File: src/rtl/fps_pkg.sv
package fps_pkg;

    typedef enum logic [1:0] {
        ST_IDLE   = 2'b00,
        ST_SKIP   = 2'b01,
        ST_STREAM = 2'b10
    } fps_state_t;

    typedef enum logic [1:0] {
        PM_STD  = 2'b00,
        PM_NINE = 2'b01,
        PM_PAIR = 2'b10,
        PM_ALT  = 2'b11
    } pel_mode_t;

endpackage

File: src/rtl/fps_shift_decode.sv
module fps_shift_decode
    import fps_pkg::*;
#(
    parameter int WORD_PIX = 8,
    parameter int SKIP_W   = 6
) (
    input  logic [1:0]        pel_mode,
    input  logic [3:0]        fine_cnt,
    input  logic [1:0]        coarse_pan,
    input  logic              zero_pan,
    output logic [3:0]        fine_eff,
    output logic [SKIP_W-1:0] skip_total,
    output logic              paired
);

    logic [4:0] inc_cnt;
    logic [4:0] nine_cnt;
    logic [3:0] raw_fine;

    always_comb begin
        inc_cnt  = {1'b0, fine_cnt} + 5'd1;
        nine_cnt = (inc_cnt >= 5'd9) ? (inc_cnt - 5'd9) : inc_cnt;
        unique case (pel_mode_t'(pel_mode))
            PM_NINE: raw_fine = nine_cnt[3:0];
            PM_PAIR: raw_fine = {1'b0, fine_cnt[2:1], 1'b0};
            PM_STD,
            PM_ALT:  raw_fine = {1'b0, fine_cnt[2:0]};
            default: raw_fine = 4'd0;
        endcase
        paired = (pel_mode_t'(pel_mode) == PM_PAIR);
        if (zero_pan) begin
            fine_eff   = 4'd0;
            skip_total = '0;
        end else begin
            fine_eff   = raw_fine;
            skip_total = SKIP_W'(raw_fine)
                       + SKIP_W'(coarse_pan) * SKIP_W'(WORD_PIX);
        end
    end

endmodule

File: src/rtl/fps_split_track.sv
module fps_split_track (
    input  logic clk,
    input  logic rst_n,
    input  logic frame_start,
    input  logic split_hit,
    input  logic pan_split_mode,
    output logic split_seen,
    output logic zero_pan
);

    always_ff @(posedge clk or negedge rst_n) begin
        if (!rst_n) begin
            split_seen <= 1'b0;
        end else if (split_hit) begin
            split_seen <= 1'b1;
        end else if (frame_start) begin
            split_seen <= 1'b0;
        end
    end

    assign zero_pan = pan_split_mode && (split_seen || split_hit);

endmodule

File: src/rtl/fps_lane_buffer.sv
module fps_lane_buffer #(
    parameter int PIX_W    = 4,
    parameter int WORD_PIX = 8,
    parameter int DEPTH    = 3,
    localparam int CAP     = WORD_PIX * DEPTH,
    localparam int CNT_W   = $clog2(CAP + 1)
) (
    input  logic                      clk,
    input  logic                      rst_n,
    input  logic                      flush,
    input  logic                      push,
    input  logic [WORD_PIX*PIX_W-1:0] push_data,
    input  logic [CNT_W-1:0]          drop,
    output logic [PIX_W-1:0]          lane0,
    output logic [PIX_W-1:0]          lane1,
    output logic [CNT_W-1:0]          fill
);

    logic [PIX_W-1:0] mem_q [CAP];
    logic [PIX_W-1:0] mem_d [CAP];
    logic [CNT_W-1:0] fill_q;
    logic [CNT_W-1:0] fill_d;

    always_comb begin
        int drop_i;
        int kept_i;
        int src_i;
        logic fits;
        drop_i = (drop > fill_q) ? int'(fill_q) : int'(drop);
        kept_i = int'(fill_q) - drop_i;
        fits   = (kept_i + WORD_PIX) <= CAP;
        for (int i = 0; i < CAP; i++) begin
            src_i = i + drop_i;
            if (src_i < CAP && src_i < int'(fill_q)) begin
                mem_d[i] = mem_q[src_i];
            end else begin
                mem_d[i] = '0;
            end
            if (push && fits && i >= kept_i && i < kept_i + WORD_PIX) begin
                mem_d[i] = push_data[(i - kept_i)*PIX_W +: PIX_W];
            end
        end
        fill_d = CNT_W'(kept_i + ((push && fits) ? WORD_PIX : 0));
        if (flush) begin
            for (int i = 0; i < CAP; i++) begin
                mem_d[i] = '0;
            end
            fill_d = '0;
        end
    end

    always_ff @(posedge clk or negedge rst_n) begin
        if (!rst_n) begin
            fill_q <= '0;
            for (int i = 0; i < CAP; i++) begin
                mem_q[i] <= '0;
            end
        end else begin
            fill_q <= fill_d;
            for (int i = 0; i < CAP; i++) begin
                mem_q[i] <= mem_d[i];
            end
        end
    end

    assign lane0 = mem_q[0];
    assign lane1 = mem_q[1];
    assign fill  = fill_q;

endmodule

File: src/rtl/fine_pan_shifter.sv
module fine_pan_shifter
    import fps_pkg::*;
#(
    parameter int PIX_W    = 4,
    parameter int WORD_PIX = 8,
    parameter int DEPTH    = 3
) (
    input  logic                      clk,
    input  logic                      rst_n,
    input  logic                      frame_start,
    input  logic                      line_start,
    input  logic                      split_hit,
    input  logic                      pan_split_mode,
    input  logic [1:0]                pel_mode,
    input  logic [3:0]                fine_cnt,
    input  logic [1:0]                coarse_pan,
    input  logic                      word_vld,
    input  logic [WORD_PIX*PIX_W-1:0] word_data,
    output logic                      pix_vld,
    output logic [2*PIX_W-1:0]        pix
);

    localparam int CAP    = WORD_PIX * DEPTH;
    localparam int CNT_W  = $clog2(CAP + 1);
    localparam int SKIP_W = $clog2(3*WORD_PIX + 9);

    fps_state_t state_q, state_d;

    logic [SKIP_W-1:0] skip_q;
    logic [3:0]        shift_q;
    logic              paired_q;
    logic              pix_vld_q;
    logic [2*PIX_W-1:0] pix_q;

    logic [3:0]        fine_eff;
    logic [SKIP_W-1:0] skip_total;
    logic              paired;
    logic              split_seen;
    logic              zero_pan;
    logic              flush;
    logic              push;
    logic [CNT_W-1:0]  drop;
    logic [CNT_W-1:0]  fill;
    logic [PIX_W-1:0]  lane0;
    logic [PIX_W-1:0]  lane1;
    logic [CNT_W-1:0]  need;

    fps_split_track u_split (
        .clk            (clk),
        .rst_n          (rst_n),
        .frame_start    (frame_start),
        .split_hit      (split_hit),
        .pan_split_mode (pan_split_mode),
        .split_seen     (split_seen),
        .zero_pan       (zero_pan)
    );

    fps_shift_decode #(
        .WORD_PIX (WORD_PIX),
        .SKIP_W   (SKIP_W)
    ) u_dec (
        .pel_mode   (pel_mode),
        .fine_cnt   (fine_cnt),
        .coarse_pan (coarse_pan),
        .zero_pan   (zero_pan),
        .fine_eff   (fine_eff),
        .skip_total (skip_total),
        .paired     (paired)
    );

    fps_lane_buffer #(
        .PIX_W    (PIX_W),
        .WORD_PIX (WORD_PIX),
        .DEPTH    (DEPTH)
    ) u_buf (
        .clk       (clk),
        .rst_n     (rst_n),
        .flush     (flush),
        .push      (push),
        .push_data (word_data),
        .drop      (drop),
        .lane0     (lane0),
        .lane1     (lane1),
        .fill      (fill)
    );

    assign flush = frame_start || line_start;
    assign push  = word_vld && (state_q != ST_IDLE) && !flush;
    assign need  = paired_q ? CNT_W'(2) : CNT_W'(1);

    always_comb begin
        drop = '0;
        unique case (state_q)
            ST_SKIP: begin
                if (int'(skip_q) < int'(fill)) begin
                    drop = CNT_W'(skip_q);
                end else begin
                    drop = fill;
                end
            end
            ST_STREAM: begin
                if (fill >= need) begin
                    drop = need;
                end
            end
            ST_IDLE: drop = '0;
            default: drop = '0;
        endcase
    end

    always_comb begin
        state_d = state_q;
        if (frame_start) begin
            state_d = ST_IDLE;
        end else if (line_start) begin
            state_d = ST_SKIP;
        end else begin
            unique case (state_q)
                ST_IDLE:   state_d = ST_IDLE;
                ST_SKIP:   state_d = (int'(skip_q) == int'(drop)) ? ST_STREAM : ST_SKIP;
                ST_STREAM: state_d = ST_STREAM;
                default:   state_d = ST_IDLE;
            endcase
        end
    end

    always_ff @(posedge clk or negedge rst_n) begin
        if (!rst_n) begin
            state_q <= ST_IDLE;
        end else begin
            state_q <= state_d;
        end
    end

    always_ff @(posedge clk or negedge rst_n) begin
        if (!rst_n) begin
            skip_q    <= '0;
            shift_q   <= '0;
            paired_q  <= 1'b0;
            pix_vld_q <= 1'b0;
            pix_q     <= '0;
        end else if (frame_start) begin
            pix_vld_q <= 1'b0;
            pix_q     <= '0;
        end else if (line_start) begin
            skip_q    <= skip_total;
            shift_q   <= fine_eff;
            paired_q  <= paired;
            pix_vld_q <= 1'b0;
            pix_q     <= '0;
        end else begin
            unique case (state_q)
                ST_SKIP: begin
                    skip_q    <= skip_q - SKIP_W'(drop);
                    pix_vld_q <= 1'b0;
                end
                ST_STREAM: begin
                    pix_vld_q <= (drop != '0);
                    if (drop != '0) begin
                        pix_q <= paired_q ? {lane0, lane1} : {{PIX_W{1'b0}}, lane0};
                    end
                end
                ST_IDLE: pix_vld_q <= 1'b0;
                default: pix_vld_q <= 1'b0;
            endcase
        end
    end

    assign pix_vld = pix_vld_q;
    assign pix     = pix_q;

endmodule

File: config.mk
export PLATFORM = sky130hd
export DESIGN_NAME = fine_pan_shifter
export DESIGN_NICKNAME = d
export VERILOG_FILES = /design/src/rtl/fps_pkg.sv /design/src/rtl/fps_shift_decode.sv /design/src/rtl/fps_split_track.sv /design/src/rtl/fps_lane_buffer.sv /design/src/rtl/fine_pan_shifter.sv
export SDC_FILE = /design/constraint.sdc
export NUM_CORES = 1
export LEC_CHECK = 0
export BUFFER_PORTS_ARGS = -buffer_cell sky130_fd_sc_hd__buf_2
export CAP_MARGIN = 20
export CELL_PAD_IN_SITES_DETAIL_PLACEMENT = 0
export CELL_PAD_IN_SITES_GLOBAL_PLACEMENT = 1
export CORE_MARGIN = 2
export CORE_UTILIZATION = 46
export DETAILED_ROUTE_END_ITERATION = 16
export PLACE_DENSITY_LB_ADDON = 0.1
export SKIP_CTS_REPAIR_TIMING = 1
export SLEW_MARGIN = 10
export SYNTH_ARGS = -nofsm -noshare
export SYNTH_HDL_FRONTEND = slang
export SYNTH_HIERARCHICAL = 1
export SYNTH_SLANG_ARGS = --single-unit
File: constraint.sdc
create_clock -name clk -period 7.3 [get_ports clk]
set_input_delay 0.73 -clock clk [delete_from_list [all_inputs] [get_ports clk]]
set_output_delay 0.73 -clock clk [all_outputs]
set_load 0.05 [all_outputs]
Word level (Yosys, flattened, before mapping)
Index checks and enable logic that the tools add are counted.
- $add $sub $neg: 54
- order comparisons: 125
- eq/ne operators: 6
- shift-type cells: 24
- mux-type cells: 147
- bitwise gates (word level): 25
- reduce and logical (&&, ||, !) cells: 90
- operators with widths (cell ; number):
    >= comparator 32 x 6 -> 1 bit, second input constant ; 24
    less-than comparator 32 x 6 -> 1 bit ; 24
    less-than comparator 32 x 6 -> 1 bit, second input constant ; 24
    inverter 32 bit ; 24
    indexed part select 32 x 32 -> 4 bit ; 24
    binary-select mux 4 bit (select 5 bit) ; 24
    2-to-1 mux 4 bit ; 98
    adder 5 x 32 -> 32 bit, first input constant ; 8
    adder 6 x 32 -> 32 bit, first input constant ; 8
    >= comparator 5 x 32 -> 1 bit, first input constant ; 8
    >= comparator 6 x 32 -> 1 bit, first input constant ; 8
    less-than comparator 5 x 32 -> 1 bit, first input constant ; 8
    less-than comparator 6 x 32 -> 1 bit, first input constant ; 8
    subtractor 5 x 30 -> 30 bit, first input constant ; 8
    subtractor 6 x 30 -> 30 bit, first input constant ; 8
    adder 4 x 32 -> 32 bit, first input constant ; 4
    >= comparator 4 x 32 -> 1 bit, first input constant ; 4
    less-than comparator 4 x 32 -> 1 bit, first input constant ; 4
    subtractor 4 x 30 -> 30 bit, first input constant ; 4
    2-to-1 mux 96 bit ; 1
    logical AND 1 bit ; 76
    adder 3 x 32 -> 32 bit, first input constant ; 2
    >= comparator 3 x 32 -> 1 bit, first input constant ; 2
    less-than comparator 3 x 32 -> 1 bit, first input constant ; 2
    40 further kinds ; 66
- register bits: 120
- input bits: 47
- output and inout port bits: 9
- word-level logic and storage cells: 502

Longest topological paths before layout
- depth in word-level cells: 14
- gate-level depth with buffers: 35
- depth with buffers taken out: 28

Cells and area by module
Netlist, hierarchy kept.
- by module, submodules not included (module ; instances ; cells each ; area each (µm²) ; seq. area each (µm²)):
    fps_lane_buffer ; 1 ; 1710 ; 15581.2 ; 2527.4
    fine_pan_shifter ; 1 ; 160 ; 1465.2 ; 450.4
    fps_shift_decode ; 1 ; 56 ; 380.4 ; 0.0
    fps_split_track ; 1 ; 4 ; 43.8 ; 25.0

Worst setup path after synthesis
No wires, ideal clock.
- kind: reg2reg
- from: reg u_buf.fill_q[3], in the netlist u_buf/fill[3]
- to: reg u_buf/mem_q[5] (netlist bit)
- setup time: 0.095 ns
- data arrival time: 7.312 ns
- required time: 7.205 ns
- setup slack: -0.107 ns
- cell stages (with the launch flop): 29
- path buffers: 5
- clock period less this slack: 7.407 ns
- cells stage by stage: dfrtp_1 > inv_1 > ha_1 > a21o_1 > a211oi_4 > o21ai_2 > a311oi_4 > inv_1 > ha_1 > nand2b_1 > a211oi_4 > o211ai_1 > nand2_1 > buf_2 > buf_2 > clkbuf_1 > ha_1 > inv_1 > ha_1 > a311o_1 > xor2_2 > clkbuf_1 > ha_1 > clkbuf_1 > nand2_1 > a221oi_2 > o32ai_1 > or4_4 > o31ai_1
- RTL lines (what ; RTL line ; RTL):
    start, declared ; fps_lane_buffer.sv:21 ; logic [CNT_W-1:0] fill_q;
    start signal, assigned ; fps_lane_buffer.sv:59 ; fill_q <= fill_d;
    end signal, assigned by index ; fps_lane_buffer.sv:61 ; mem_q[i] <= mem_d[i];
    end, declared ; fps_lane_buffer.sv:19 ; logic [PIX_W-1:0] mem_q [CAP];

==> metrics.yaml <==
status: "finished clean"
portBuffers: 55
yosys_warnings: 6
critPathLaunchType: "flip-flop"
grt_max_degree: 111
nNetsFinal: 2119
drive_gt1_frac: 0.214
die-width_um: 199
drc: 0
final_common_cell: "mux2i_1"
max-vdd-ir-drop_mv: 0.333
power.density_nw_per_um2: 291
globalRoute.totalOverflow: 0
use_met3: 0.129
final_area_sq_um: 19200
clk_pin_slew_ns: 0.07
min_period_over_period: 0.971
finalNonFillerCells: 2490
dpl.hpwl_um: 66700
area_delta_synth_final_pct: 9.66
cts_root_buf: "clkbuf_16"
tritoncts: "done"
r2r_setup_slack_ns: 0.21
met2_usage: 0.621
cp_slowest_cell: "o221ai_1"
grt_use_met1: 0.570
clk_path_buf_depth: 2
slowest_delay_ns: 0.55
grtUsageTotal: 0.425
max_slew_margin: 0.148
syn_avg_cell_area_sq_um: 9.05
worst_r2r_startpoint: "u_buf/fill[3]"
clk_latency_ns: 0.44
hold_violations: 0
r2r_end: "u_buf/mem_q[1]"
drt_first_iter_violations: 2636
gp_congestion: 1.04
rsz0062_at_grt: "true"
num-fill-cells: 3609
placed_cells: 2451
num_antenna_cells: 0
worstPathArrival_ns: 7.35
slew_viol_final: 0
tightest_slew_ns: 1.27
syn-num-nets: 2082
core_sq_um: 37500
rr_worst_depth: 24
max_freq_mhz: 141
grt_pass1_vias: 16600
io_pins: 56
skew_ns: 0.0165
hold_path_class: "in2async"
wl_um: 83800
pre_cts_ws_ns: 0.183
crit_type: "reg2reg"
cp.required_ns: 7.57
fin_util: 0.511
path_cells: "inv_1, ha_1, a21o_1, a211oi_4, o21ai_2, a311oi_4, inv_1, ha_1, nand2b_1, a211oi_4, buf_4, o211ai_1, nand2_1, buf_4, inv_2, ha_1, nand2_1, nand2_1, xnor2_2, inv_1, ha_1, a2111o_1, or3_1, o221ai_1"
grt_pass1_wl_um: 120000
netlist_area_sq_um: 17500
dieArea_sq_um: 39500
cts-htree-levels: 4
wl_per_cell_um: 33.6
worstSetupEndpointType: "flip-flop"
die_y_um: 199
cp_common_cell: "ha_1"
floorplan.initialDensity: 0.466
cts_buffers: 17
busiest_layer: "met2"
cts.sinks: 120
place_area_sq_um: 18300
viasPerCell: 7.17
cp_max_fo: 33
first_pass_iters: 6
setup_ws_ns: 0.213
critPathLaunch: "u_buf/fill[3]"
rows: 71
critPathCapture: "u_buf/mem_q[1]"
setup_viol: 0
max_cap_violations: 0
netlist_instances: 1929
min_period_ns: 7.09
leakage_nw: 8.36
layout_common_cells: "277 x mux2i_1, 144 x nand2_1, 120 x dfrtp_1, 109 x nor2_1, 102 x ha_1"
vias: 17800
antenna_found_initial: 2
ant_nets: 0
[registers in the layout, indices dropped and copies added, names as in the netlist]
signal / count
paired_q: 1
pix: 8
pix_vld: 1
skip_q: 6
state_q: 2
u_buf/fill: 5
u_buf/lane0: 4
u_buf/lane1: 4
u_buf/mem_q: 88
u_split/split_seen: 1
[routing by layer]
| layer | up-vias | routed length (um) |
|---|---|---|
| li1 | 7560 | - |
| met4 | 2 | 4670 |
| met2 | 1146 | 34700 |
| met3 | 249 | 10400 |
| met1 | 8888 | 34000 |
| met5 | - | 13 |
[critical path: cells and delay by family, from the launching register on]
family / cells / cell delay, ns
AO/OA/AOI/OAI: 8 / 2.53
adder cells (fa/ha/maj): 4 / 1.23
buffers and inverters: 6 / 1.16
AND/OR/NAND/NOR: 5 / 0.94
XOR/XNOR: 1 / 0.54
flip-flops: 1 / 0.46
[worst min-delay path by stage]
| stage | to | startpoint | depth (start not counted) | slack [ns] |
|---|---|---|---|---|
| after global placement | u_split/split_seen | u_split/split_seen | 1 | 0.46 |
| after detailed placement | u_split/split_seen | u_split/split_seen | 1 | 0.48 |
| after global routing | u_split/split_seen | rst_n | 1 | 0.30 |
| after floorplan | paired_q | rst_n | 0 | 0.43 |
| final | u_split/split_seen | rst_n | 1 | 0.27 |
| after CTS | skip_q[5] | rst_n | 1 | 0.28 |
[layout make-up]
cell class	count	area, sq um	area share
clock buffers	17	425	0.0222
clock inverters	15	153	0.00797
inverters	89	347	0.0181
multi-input cells	1594	13600	0.710
flip-flops and latches	120	3000	0.157
well taps	511	639	0.0334
repair buffers	144	983	0.0513
[power breakdown]
group	total [mW]	leakage, nW	switching, mW	internal, mW
Sequential	0.728	1.66	0.0389	0.689
Clock	0.846	0.275	0.392	0.454
Combinational	3.99	6.43	2.65	1.34
Total	5.56	8.36	3.08	2.49
[metrics by stage]
step / setup TNS (ns) / hold slack [ns] / power (mW)
global route: -0.0583 / 0.300 / 5.78
global placement: 0 / 0.464 / 4.48
detailed placement: 0 / 0.480 / 4.48
finish: 0 / 0.269 / 5.56
floorplan: 0 / 0.434 / 3.21
CTS: 0 / 0.279 / 5.34
Power figures use the tool's default switching activity.
